[src/rtl/lpt_pkg.sv]
package lpt_pkg;
  parameter int unsigned LPT_W     = 8;
  parameter int unsigned STB_BIT   = 5;
  parameter int unsigned DRV_A_BIT = 1;
  parameter int unsigned DRV_B_BIT = 2;
  localparam int unsigned NIB_W    = LPT_W / 2;
  localparam logic [LPT_W-1:0] PORT_A_RST = '1;
  localparam logic [LPT_W-1:0] PORT_B_RST = '0;

  typedef enum logic { SEL_A = 1'b0, SEL_B = 1'b1 } port_sel_e;
endpackage

[src/rtl/lpt_port_regs.sv]
module lpt_port_regs
  import lpt_pkg::*;
#(
  parameter int unsigned W   = LPT_W,
  parameter int unsigned STB = STB_BIT
) (
  input  logic         clk,
  input  logic         rst_n,
  input  logic         wr_en,
  input  logic         wr_sel,
  input  logic [W-1:0] wr_data,
  output logic [W-1:0] port_a,
  output logic [W-1:0] port_b,
  output logic         strobe_prev,
  output logic         a_write
);
  assign a_write = wr_en && (wr_sel == SEL_A);

  always_ff @(posedge clk) begin
    if (!rst_n) begin
      port_a      <= PORT_A_RST[W-1:0];
      port_b      <= PORT_B_RST[W-1:0];
      strobe_prev <= 1'b0;
    end else if (wr_en) begin
      if (wr_sel == SEL_A) begin
        port_a      <= wr_data;
        strobe_prev <= wr_data[STB];
      end else begin
        port_b      <= wr_data;
      end
    end
  end

  AST_STROBE_FOLLOWS: assert property (@(posedge clk) disable iff (!rst_n)
    (wr_en && wr_sel == SEL_A) |=> (strobe_prev == $past(wr_data[STB])));

  AST_B_WRITE_KEEPS_A: assert property (@(posedge clk) disable iff (!rst_n)
    (wr_en && wr_sel == SEL_B) |=> $stable(port_a));
endmodule

[src/rtl/lpt_edge_xfer.sv]
module lpt_edge_xfer
  import lpt_pkg::*;
#(
  parameter int unsigned W = LPT_W
) (
  input  logic         clk,
  input  logic         rst_n,
  input  logic         a_write,
  input  logic         new_strobe,
  input  logic         strobe_prev,
  input  logic         print_en,
  input  logic         alt_mode,
  input  logic [W-1:0] port_b,
  output logic [W-1:0] prn_data,
  output logic         prn_valid,
  output logic         busy_irq,
  output logic         ack_irq
);
  logic fall_hit;
  assign fall_hit = a_write && strobe_prev && !new_strobe && print_en;

  always_ff @(posedge clk) begin
    if (!rst_n) begin
      prn_data  <= '0;
      prn_valid <= 1'b0;
      busy_irq  <= 1'b0;
      ack_irq   <= 1'b0;
    end else begin
      prn_valid <= fall_hit;
      busy_irq  <= fall_hit;
      ack_irq   <= fall_hit && alt_mode;
      if (fall_hit) prn_data <= port_b;
    end
  end

  AST_FIRE_NEEDS_FALL: assert property (@(posedge clk) disable iff (!rst_n)
    prn_valid |-> $past(a_write && strobe_prev && !new_strobe && print_en));

  AST_SINGLE_PULSE: assert property (@(posedge clk) disable iff (!rst_n)
    prn_valid |=> !prn_valid);

  AST_ACK_WITH_BUSY: assert property (@(posedge clk) disable iff (!rst_n)
    ack_irq |-> busy_irq);

  AST_DATA_HELD: assert property (@(posedge clk) disable iff (!rst_n)
    !prn_valid |-> $stable(prn_data));
endmodule

[src/rtl/lpt_read_merge.sv]
module lpt_read_merge
  import lpt_pkg::*;
#(
  parameter int unsigned W   = LPT_W,
  parameter int unsigned STB = STB_BIT
) (
  input  logic         rd_sel,
  input  logic [W-1:0] port_a,
  input  logic [W-1:0] port_b,
  input  logic         joy1_en,
  input  logic [W/2-1:0] joy1_bits,
  input  logic         joy2_en,
  input  logic [W/2-1:0] joy2_bits,
  input  logic         joy2_fire,
  output logic [W-1:0] rd_data
);
  localparam int unsigned NW = W / 2;

  logic [1:0]         lane_en;
  logic [1:0][NW-1:0] lane_joy;
  logic [W-1:0]       b_merged;
  logic [W-1:0]       a_merged;

  // lane 0 = low nibble (second joystick), lane 1 = high nibble (first)
  assign lane_en  = {joy1_en, joy2_en};
  assign lane_joy = {joy1_bits, joy2_bits};

  for (genvar g = 0; g < 2; g++) begin : g_lane
    assign b_merged[g*NW +: NW] = lane_en[g] ? ~lane_joy[g]
                                             : port_b[g*NW +: NW];
  end

  always_comb begin
    a_merged = port_a;
    if (joy2_en) a_merged[STB] = ~joy2_fire;
  end

  assign rd_data = (rd_sel == SEL_B) ? b_merged : a_merged;

  always_comb begin
    if (rd_sel == SEL_A && joy2_en)
      AST_FIRE_READ: assert (rd_data[STB] != joy2_fire);
  end
endmodule

[src/rtl/lpt_strobe_ctrl.sv]
module lpt_strobe_ctrl
  import lpt_pkg::*;
#(
  parameter int unsigned W = LPT_W
) (
  input  logic         clk,
  input  logic         rst_n,
  input  logic         wr_en,
  input  logic         wr_sel,
  input  logic [W-1:0] wr_data,
  input  logic         rd_sel,
  output logic [W-1:0] rd_data,
  input  logic         print_en,
  input  logic         alt_mode,
  input  logic         joy1_en,
  input  logic [W/2-1:0] joy1_bits,
  input  logic         joy2_en,
  input  logic [W/2-1:0] joy2_bits,
  input  logic         joy2_fire,
  output logic [W-1:0] prn_data,
  output logic         prn_valid,
  output logic         busy_irq,
  output logic         ack_irq,
  output logic         drv_a_led,
  output logic         drv_b_led
);
  logic [W-1:0] port_a;
  logic [W-1:0] port_b;
  logic         strobe_prev;
  logic         a_write;

  lpt_port_regs #(.W(W), .STB(STB_BIT)) u_regs (
    .clk(clk), .rst_n(rst_n), .wr_en(wr_en), .wr_sel(wr_sel),
    .wr_data(wr_data), .port_a(port_a), .port_b(port_b),
    .strobe_prev(strobe_prev), .a_write(a_write)
  );

  lpt_edge_xfer #(.W(W)) u_xfer (
    .clk(clk), .rst_n(rst_n), .a_write(a_write),
    .new_strobe(wr_data[STB_BIT]), .strobe_prev(strobe_prev),
    .print_en(print_en), .alt_mode(alt_mode), .port_b(port_b),
    .prn_data(prn_data), .prn_valid(prn_valid),
    .busy_irq(busy_irq), .ack_irq(ack_irq)
  );

  lpt_read_merge #(.W(W), .STB(STB_BIT)) u_merge (
    .rd_sel(rd_sel), .port_a(port_a), .port_b(port_b),
    .joy1_en(joy1_en), .joy1_bits(joy1_bits),
    .joy2_en(joy2_en), .joy2_bits(joy2_bits), .joy2_fire(joy2_fire),
    .rd_data(rd_data)
  );

  assign drv_a_led = ~port_a[DRV_A_BIT];
  assign drv_b_led = ~port_a[DRV_B_BIT];

  AST_NO_ACK_PLAIN: assert property (@(posedge clk) disable iff (!rst_n)
    busy_irq && !$past(alt_mode) |-> !ack_irq);

  AST_GATED_SILENT: assert property (@(posedge clk) disable iff (!rst_n)
    !$past(print_en) |-> !busy_irq);
endmodule

[config.mk]
export PLATFORM = sky130hd
export DESIGN_NAME = lpt_strobe_ctrl
export DESIGN_NICKNAME = d
export VERILOG_FILES = /design/src/rtl/lpt_pkg.sv /design/src/rtl/lpt_port_regs.sv /design/src/rtl/lpt_edge_xfer.sv /design/src/rtl/lpt_read_merge.sv /design/src/rtl/lpt_strobe_ctrl.sv
export SDC_FILE = /design/constraint.sdc
export NUM_CORES = 1
export LEC_CHECK = 0
export BUFFER_PORTS_ARGS = -buffer_cell sky130_fd_sc_hd__buf_2
export CAP_MARGIN = 5
export CORE_MARGIN = 1
export CORE_UTILIZATION = 45
export CTS_BUF_LIST = sky130_fd_sc_hd__clkbuf_8
export CTS_CLUSTER_SIZE = 20
export DETAILED_ROUTE_END_ITERATION = 8
export PLACE_DENSITY = 0.82
export SLEW_MARGIN = 20
export SYNTH_ARGS = -nofsm -noshare
export SYNTH_HDL_FRONTEND = slang
export SYNTH_SLANG_ARGS = --single-unit
[constraint.sdc]
create_clock -name clk -period 1.5 [get_ports clk]
set_clock_uncertainty 0.1 [all_clocks]
set_input_delay 0.45 -clock clk [delete_from_list [all_inputs] [get_ports clk]]
set_output_delay 0.45 -clock clk [all_outputs]
set_load 0.005 [all_outputs]
==> results.py, run 1 <==
metrics = {
    "critical_path": {
        "critPathLaunchType": "flip-flop",
        "end_kind": "output port",
        "crit_required_ns": 0.95,
        "crit_fanout": 2,
        "arrival_ns": 1.12,
        "critPathKind": "flip-flop to output port",
    },
    "yosys": {
        "ys_warn_count": 0,
        "yosys.area_share.simple_pct": 24.72,
        "synthFlopType": "dfxtp_1",
        "synth_top_area_cell": "dfxtp_1",
        "synth_xor_area_share_pct": 0,
        "synth_seq_area_share_pct": 44.67,
        "syn_area_mm2": 0.001210,
        "synth_fa_ha_area_share_pct": 0,
        "yosysUniqueCellTypes": 21,
        "synth.ff_latch_count": 27,
        "async_flop_share_pct": 0,
        "synth-edff-count": 0,
        "avgSynthCellArea_um2": 8.231,
        "synth_top_area_share_pct": 44.67,
        "synth_mux_area_share_pct": 11.27,
        "synth_compound_area_share_pct": 12.41,
        "synth_fp_nets": 173,
        "synth_top_family_by_area": "simple AND/OR/NAND/NOR gates",
        "synthTopCellsByArea": "dfxtp_1 (45%), nand2_1 (14%), mux2i_1 (6.6%), nand3_1 (5.8%), a21boi_1 (5.6%)",
        "synthCells": 147,
    },
    "job": {
        "cap_violations": 0,
    },
    "route": {
        "firstDrtPassIters": 4,
        "drt-wirelength-per-cell_um": 12.38,
        "ant_nets": 0,
        "wirelength_um": 2811,
        "viasPerCell": 5.176,
        "drt_iter0_drc": 22,
        "vias": 1175,
        "drt_drc_violations_left": 0,
    },
    "placed_design": {
        "placed_cells": 218,
        "dp_hpwl_um": 2048,
        "place.gp.congestion": 0.7873,
        "io_buffers": 46,
        "pre_cts_slack_ns": -0.1689,
    },
    "timing": {
        "slew_headroom_pct": 53.89,
        "rsz0062_at_grt": "yes",
        "finalCritPeriodShare_pct": 111.1,
        "fin_ws_ns": -0.1668,
        "max_freq_mhz": 599.9,
        "slew_viol_final": 0,
        "worst_slew_pin_slew_ns": 0.6902,
        "hold_viol": 0,
        "setup_violations": 8,
        "min_period_ns": 1.667,
    },
    "cells_and_area": {
        "final_core_util_pct": 67.02,
        "diodes": 0,
        "drive_gt1_share_pct": 41.12,
        "multi_input_area_um2": 624.3,
        "final_cell_mix": "nand2_1 (44), buf_2 (39), dfxtp_1 (22)",
        "finalNetCount": 224,
        "area_growth_pct": 38.47,
        "fillCellCount": 220,
        "regArea_um2": 546.8,
        "layoutNonFillerInstCount": 227,
        "layout_commonest_cell": "nand2_1",
    },
    "global_route": {
        "overflow": 0,
        "grt_pass1_wl_um": 4250,
        "antenna_found_initial": 0,
        "grt_max_degree": 36,
        "grt_pass1_vias": 1035,
        "grt.total_usage_pct": 20.47,
    },
    "die": {
        "fp.dieArea_mm2": 0.002900,
        "die_x_um": 53.85,
        "core-area_mm2": 0.002500,
        "die_h_um": 53.85,
        "num_io_pins": 47,
        "row_count": 18,
        "start_util_pct": 48.40,
    },
    "cts": {
        "cts_hold_buf": 0,
        "cts_made_buffers": 3,
        "cts_root_buf": "clkbuf_8",
        "clkTransAtPathRegs_ns": 0.09,
        "clk_path_buf_depth": 2,
        "cts_tree": "built",
        "h-tree-depth": 1,
        "clk-insertion-delay-late_ns": 0.27,
        "cts.sinks": 27,
    },
    "pwr": {
        "switching_share_pct": 25.34,
        "p_int_uw": 1070,
        "pwr-share-comb_pct": 17.8,
        "seqPwrFrac_pct": 53.0,
        "p_sw_uw": 363.2,
        "p_clk_share_pct": 29.2,
        "p_leak_uw": 0.0007753,
        "ir_drop_v": 0.0008692,
        "p_per_area_mw_per_mm2": 855.5,
    },
    "status": {
        "failed_checks": "setup timing",
        "status": "finished with violations",
    },
    "min_path": {
        "hp-class": "input port to flip-flop",
    },
}
-- flip-flops by register name, indices dropped and copies added, names as in the netlist --
| register | count |
|---|---|
| u_regs.port_a | 8 |
| u_regs.port_b | 8 |
| u_regs.strobe_prev | 1 |
| u_xfer.ack_irq | 1 |
| u_xfer.prn_data | 8 |
| u_xfer.prn_valid | 1 |
-- cells in the mapped netlist (2+ instances only) --
cell type and count:
a21boi_1 9, a21oi_1 5, buf_2 4, buf_4 2
buf_6 2, clkbuf_1 5, dfxtp_1 27, inv_1 2
mux2_2 5, mux2i_1 8, nand2_1 45, nand3_1 14
nor2_1 5, o211ai_1 5, o21ai_1 3
-- routing by layer --
layer / global-route usage [%] / up-vias / share of wire [%]
li1: - / 590 / -
met1: 25.22 / 538 / 44
met2: 35.80 / 44 / 50
met3: 3.390 / 3 / 6.0
met4: 6.579 / 0 / 0.82
met5: 0 / - / 0
-- worst paths after layout --
check / start / to / slack (ns) / depth (start not counted)
hold reg to reg: u_xfer.prn_data[6] / u_xfer.prn_data[6] / 0.36 / 2
setup / recovery: u_regs.port_b[3] / rd_data[3] / -0.17 / 4
setup reg to reg: u_regs.strobe_prev / u_xfer.prn_data[4] / 0.40 / 4
hold / removal: alt_mode / u_xfer.ack_irq / 0.29 / 2
-- per-stage QoR --
step                      total power (µW)  instance area, µm²  hold slack (ns)  TNS [ns]
after CTS                             1433                1650           0.2877    -1.114
final                                 1433                1675           0.2915   -0.9872
after detailed placement             980.8                1490           0.3499    -1.727
after global placement               971.5                1490           0.3432    -1.117
after floorplan                      897.6                1247           0.3352  -0.02396
after global routing                  1479                1675           0.3048    -1.306
-- power groups by stage --
stage | Combinational [µW] | Clock, µW | Sequential [µW]
3_5_place_dp | 206 | 0 | 775
2_1_floorplan | 129 | 0 | 769
3_3_place_gp | 198 | 0 | 774
5_1_grt | 280 | 437 | 762
4_1_cts | 248 | 427 | 758
6_report | 256 | 418 | 759
-- timing repair --
item / 4_1_cts / 5_1_grt
pin swaps: 5 / 4
setup endpoints to repair: 8 / 8
setup buffers: 5 / 0
gates resized for setup: 23 / 8
hold endpoints to repair: 0 / 0
-- cells by family after synthesis --
| family | after synthesis |
|---|---|
| AND/OR/NAND/NOR | 69 |
| flip-flops | 27 |
| AO/OA/AOI/OAI | 23 |
| buffers and inverters | 15 |
| multiplexers | 13 |
-- cell type report --
class                   count  share of cell area [%]
multi-input cells         105                   37.27
clock inverters             1                  0.2987
clock buffers               3                   2.465
well taps                  30                   2.240
flip-flops and latches     27                   32.64
inverters                   2                  0.4481
repair buffers             59                   24.65
-- worst max-delay path, stage by stage (launching register included) --
cell,delay (ns)
dfxtp_2,0.34
nor2_2,0.07
a21oi_1,0.05
mux2_4,0.27
buf_6,0.12
Note: power is estimated with default switching activity, not from simulation.
==> run 2, diff against run 1 <==
--- a/config.mk
+++ b/config.mk
@@ -7,8 +7,10 @@
 export LEC_CHECK = 0
 export BUFFER_PORTS_ARGS = -buffer_cell sky130_fd_sc_hd__buf_2
 export CAP_MARGIN = 5
+export CELL_PAD_IN_SITES_DETAIL_PLACEMENT = 0
+export CELL_PAD_IN_SITES_GLOBAL_PLACEMENT = 2
 export CORE_MARGIN = 1
-export CORE_UTILIZATION = 45
+export CORE_UTILIZATION = 25
 export CTS_BUF_LIST = sky130_fd_sc_hd__clkbuf_8
 export CTS_CLUSTER_SIZE = 20
 export DETAILED_ROUTE_END_ITERATION = 8
==> run 2 against run 1 <==
Compared with the run above: the flow still finishes with violations (setup timing); power shrank 0.52%; highest routed layer is now met3; first-iteration DRC count grew 91%; core utilization shrank 29 points; non-clock buffer count grew 2; register-to-register slack is essentially flat; final area grew 1.6%; global-route usage shrank 8.2 points; sequential power is essentially flat; fmax is essentially flat.
==> results.py, run 2 (synthesis gave the netlist of run 1 again) <==
metrics = {
    "critical_path": {
        "end_kind": "output port",
        "arrival_ns": 1.12,
        "crit_fanout": 2,
        "critPathLaunchType": "flip-flop",
        "crit_required_ns": 0.95,
        "critPathKind": "flip-flop to output port",
    },
    "timing": {
        "setup_violations": 8,
        "fin_ws_ns": -0.1654,
        "slew_viol_final": 0,
        "hold_viol": 0,
        "finalSetupTns_ns": -0.9526,
        "finalCritPeriodShare_pct": 111.0,
        "min_period_ns": 1.665,
        "max_freq_mhz": 600.5,
        "rsz0062_at_grt": "yes",
        "worst_slew_pin_slew_ns": 0.2957,
        "slew_headroom_pct": 80.24,
    },
    "pwr": {
        "ir_drop_v": 0.0003360,
        "p_leak_uw": 0.0007789,
        "p_per_area_mw_per_mm2": 837.3,
    },
    "cts": {
        "cts_root_buf": "clkbuf_8",
        "h-tree-depth": 1,
        "cts_tree": "built",
        "cts_made_buffers": 3,
        "clk_path_buf_depth": 2,
        "cts_hold_buf": 0,
        "clkTransAtPathRegs_ns": 0.09,
        "cts.sinks": 27,
        "clk-insertion-delay-late_ns": 0.27,
    },
    "route": {
        "ant_nets": 0,
        "vias": 1146,
        "drt-wirelength-per-cell_um": 12.05,
        "top_layer_used": "met3",
        "dr_wl_met3_um": 188,
        "routed-wl-met2_um": 1373,
        "firstDrtPassIters": 4,
        "drt_iter0_drc": 42,
        "viasPerCell": 4.566,
        "wirelength_um": 3024,
        "met1Wirelength_um": 1461,
        "drt_drc_violations_left": 0,
    },
    "die": {
        "fp.dieArea_mm2": 0.005122,
        "row_count": 24,
        "die_h_um": 71.57,
        "die_x_um": 71.57,
        "start_util_pct": 26.86,
        "core-area_mm2": 0.004504,
        "num_io_pins": 47,
    },
    "placed_design": {
        "place.gp.congestion": 0.6970,
        "io_buffers": 46,
        "dpl-instance-area_mm2": 0.001518,
        "dp_hpwl_um": 2270,
        "pre_cts_slack_ns": -0.1758,
    },
    "global_route": {
        "grt.total_usage_pct": 12.28,
        "grt_pass1_vias": 1077,
        "antenna_found_initial": 0,
        "grt_pass1_wl_um": 4940,
        "overflow": 0,
        "grt_max_degree": 36,
    },
    "cells_and_area": {
        "finalNetCount": 226,
        "drive_gt1_share_pct": 41.71,
        "stdcell_area_mm2": 0.001703,
        "area_growth_pct": 40.74,
        "largestRegisters": "u_regs.port_a (8), u_regs.port_b (8), u_xfer.prn_data (8)",
        "layout_commonest_cell": "nand2_1",
        "fillCellCount": 494,
        "final_cell_mix": "nand2_1 (45), buf_2 (39), dfxtp_1 (19)",
        "diodes": 0,
    },
    "job": {
        "cap_violations": 0,
    },
    "status": {
        "failed_checks": "setup timing",
        "status": "finished with violations",
    },
    "min_path": {
        "hp-class": "input port to flip-flop",
    },
}
## run 2: cell count changes in the layout (fill, tap and decap cells not counted)
cell / change
o21ai_2: -1
nand2_1: +1
nand2_4: -1
nor2_2: -1
buf_12: -1
dfxtp_2: +3
buf_8: +1
dfxtp_1: -3
buf_4: +2
nor2_1: +1
o21ai_1: +1
## run 2: worst paths after layout
kind                                         start            endpoint  slack [ns]  depth (start not counted)
worst max-delay path              u_regs.port_b[0]          rd_data[0]       -0.17                          4
worst min-delay path                      alt_mode      u_xfer.ack_irq        0.30                          2
worst max register to register  u_regs.strobe_prev  u_xfer.prn_data[3]        0.39                          4
worst min register to register  u_xfer.prn_data[2]  u_xfer.prn_data[2]        0.36                          2
## run 2: final cells by class
cell class,count,area (µm²),share of cell area (%)
Inverter,2,7.507,0.4409
Sequential cell,27,550.5,32.33
Timing Repair Buffer,61,422.9,24.83
Tap cell,52,65.06,3.821
Clock inverter,1,5.005,0.2939
Multi-Input combinational cell,105,610.6,35.86
Clock buffer,3,41.29,2.425
## run 2: repair_timing
action,CTS,global route
endpoints found under the hold margin,0,0
endpoints found under the setup margin,8,8
gates resized for setup,21,8
pin swaps,7,3
buffers inserted,7,0
## run 2: metal layers
| metal | up-vias | track usage, % |
|---|---|---|
| met5 | - | 0 |
| met4 | 0 | 1.307 |
| met3 | 0 | 3.235 |
| met2 | 40 | 20.74 |
| met1 | 517 | 16.38 |
| li1 | 589 | - |
## run 2: report_power, final
part	internal, µW	switching [µW]	leakage, µW
registers	744	14.7	0.000224
clock network	186	227	0.0000255
logic	140	114	0.000530
total	1070	356	0.000779
## run 2: worst max-delay path: stages (launching register included)
cell and delay, ns:
dfxtp_2 0.34, nor2_1 0.08, a21oi_1 0.05, mux2_4 0.26, buf_6 0.11
## run 2: stage by stage
stage | hold WS [ns] | utilization, % | total power [µW] | cells
2_1_floorplan | 0.3352 | - | 897.6 | 147
3_3_place_gp | 0.3423 | 33.69 | 983.2 | 240
3_5_place_dp | 0.3434 | 33.69 | 984.9 | 240
4_1_cts | 0.2938 | 37.17 | 1436 | 251
5_1_grt | 0.2929 | 37.81 | 1498 | 251
6_report | 0.2999 | 37.81 | 1426 | 251
==> run 3, diff against run 2 <==
==> constraint.sdc (replaced) <==
create_clock -name clk -period 1.5 [get_ports clk]
set_clock_uncertainty 0.1 [all_clocks]
set_input_delay 0.15 -clock clk [delete_from_list [all_inputs] [get_ports clk]]
set_output_delay 0.15 -clock clk [all_outputs]
set_load 0.005 [all_outputs]
==> run 3 against run 2 <==
Compared with the run above: the run now ends clean; cell count shrank 4.4%; clock power grew 4%; die area is the same; sequential power is essentially flat; critical endpoint is now rd_data[7]; largest power group unchanged.
==> results.py, run 3 (synthesis gave the netlist of run 1 again) <==
metrics = {
    "pwr": {
        "p_leak_uw": 0.0006709,
        "finalPower_uw": 1384,
        "ir_drop_v": 0.0003189,
        "p_per_area_mw_per_mm2": 913.6,
    },
    "min_path": {
        "hp-class": "input port to flip-flop",
        "hp-start": "wr_data[4]",
    },
    "cells_and_area": {
        "drive_gt1_share_pct": 32.98,
        "diodes": 0,
        "finalNetCount": 215,
        "area_growth_pct": 25.23,
        "final_cell_mix": "buf_2 (46), nand2_1 (45), dfxtp_1 (25)",
        "largestRegisters": "u_regs.port_a (8), u_regs.port_b (8), u_xfer.prn_data (8)",
        "layout_commonest_cell": "buf_2",
        "stdcell_area_mm2": 0.001515,
    },
    "global_route": {
        "grt.total_usage_pct": 12.75,
        "antenna_found_initial": 0,
        "gr-usage-met2_pct": 19.79,
        "overflow": 0,
        "grt_pass1_vias": 1021,
        "grt_max_degree": 36,
        "grt_pass1_wl_um": 5043,
        "top_usage_layer": "met2",
        "grtUsageMet1_pct": 17.48,
        "met3_usage_pct": 1.969,
    },
    "placed_design": {
        "dpl-instance-area_mm2": 0.001451,
        "io_buffers": 46,
        "dp_hpwl_um": 2327,
        "place.gp.congestion": 0.6876,
    },
    "critical_path": {
        "cpPeakStageDelay_ns": 0.34,
        "critPathLaunchType": "flip-flop",
        "r2r-end": "u_xfer.prn_data[1]",
        "crit_path_start": "u_regs.port_b[7]",
        "path_depth": 4,
        "cp-endpoint": "rd_data[7]",
        "crit_fanout": 3,
        "end_kind": "output port",
        "rrSetupSlack_ns": 0.35,
        "critPathKind": "flip-flop to output port",
        "worst_path_max_delay_cell": "dfxtp_1",
        "arrival_ns": 1.17,
        "path_cells": "nor2_1, a21oi_1, mux2_2, buf_2",
        "critical_path.top_delay_family": "flip-flops",
        "crit_required_ns": 1.25,
        "critPathBufInv": 1,
        "ff2ff_path_depth": 4,
        "rr_startpoint": "u_regs.strobe_prev",
    },
    "timing": {
        "finalCritPeriodShare_pct": 94.67,
        "worst_slew_pin_slew_ns": 0.5664,
        "max_freq_mhz": 704.2,
        "rsz0062_at_grt": "no",
        "min_period_ns": 1.420,
        "slew_viol_final": 0,
        "finalSetupTns_ns": 0,
        "hold_viol": 0,
        "slew_headroom_pct": 62.24,
        "setup_violations": 0,
    },
    "status": {
        "status": "finished, final reports clean",
    },
    "cts": {
        "cts_setup_buffers": 0,
        "cts_tree": "built",
        "cts_root_buf": "clkbuf_8",
        "h-tree-depth": 1,
        "clkTransAtPathRegs_ns": 0.10,
        "cts_made_buffers": 3,
        "cts.sinks": 27,
        "clk_path_buf_depth": 2,
        "clk-insertion-delay-late_ns": 0.28,
    },
    "route": {
        "firstDrtPassIters": 4,
        "wirelength_um": 3107,
        "drt-wirelength-per-cell_um": 12.95,
        "vias": 1112,
        "drt_iter0_drc": 46,
        "viasPerCell": 4.633,
        "drt_drc_violations_left": 0,
        "ant_nets": 0,
    },
    "die": {
        "die_x_um": 71.57,
        "die_h_um": 71.57,
        "fp.dieArea_mm2": 0.005122,
        "core-area_mm2": 0.004504,
        "num_io_pins": 47,
        "start_util_pct": 26.86,
        "row_count": 24,
    },
    "job": {
        "cap_violations": 0,
    },
}
run 3: cell count changes in the layout (fill, tap and decap cells not counted), sizes merged:
cell         change
buf             -12
clkinv           -1
clkinvlp         +1
dlygate4sd3      +1
run 3: how the worst min path moves through the flow:
stage,endpoint,depth (start not counted)
floorplan,u_regs.port_a[0],2
global placement,u_xfer.ack_irq,2
detailed placement,u_xfer.ack_irq,2
CTS,u_regs.port_a[4],3
global route,u_regs.port_a[4],3
finish,u_regs.port_a[4],3
run 3: per-layer routing:
layer	routed length (µm)	up-vias
met1	1512	510
li1	-	566
met3	128	5
met4	60	0
met2	1405	31
met5	0	-
run 3: worst register-to-register path, delay by kind of cell, from the launching register on:
kind	cells	cell delay (ns)
buf+inv	1	0.22
flops	1	0.34
mux	1	0.22
simple gates	2	0.21
run 3: metrics by stage:
stage | cells | util, % | worst slack, ns | hold WS, ns
after floorplan | 147 | - | 0.4394 | 0.1742
after global placement | 235 | 32.22 | 0.2643 | 0.2763
after detailed placement | 235 | 32.22 | 0.1838 | 0.2815
after CTS | 240 | 33.53 | 0.05426 | 0.003588
after global routing | 240 | 33.64 | 0.002780 | 0.01827
final | 240 | 33.64 | 0.07988 | 0.01085
run 3: repair_timing:
action / 4_1_cts / 5_1_grt
endpoints found under the setup margin: 0 / 2
endpoints found under the hold margin: 1 / 0
gates resized for setup: 0 / 3
hold buffers: 1 / 0
run 3: area by class of cell:
type	instances	area [µm²]
Clock buffer	3	41.29
Sequential cell	27	543.0
Inverter	2	7.507
Tap cell	52	65.06
Timing Repair Buffer	50	262.8
Fill cell	504	2989
Multi-Input combinational cell	105	588.1
Clock inverter	1	7.507
run 3: where the power goes:
group          switching (µW)  total (µW)  internal, µW
clock                     242         431           189
combinational             103         195          91.2
sequential               16.1         759           743
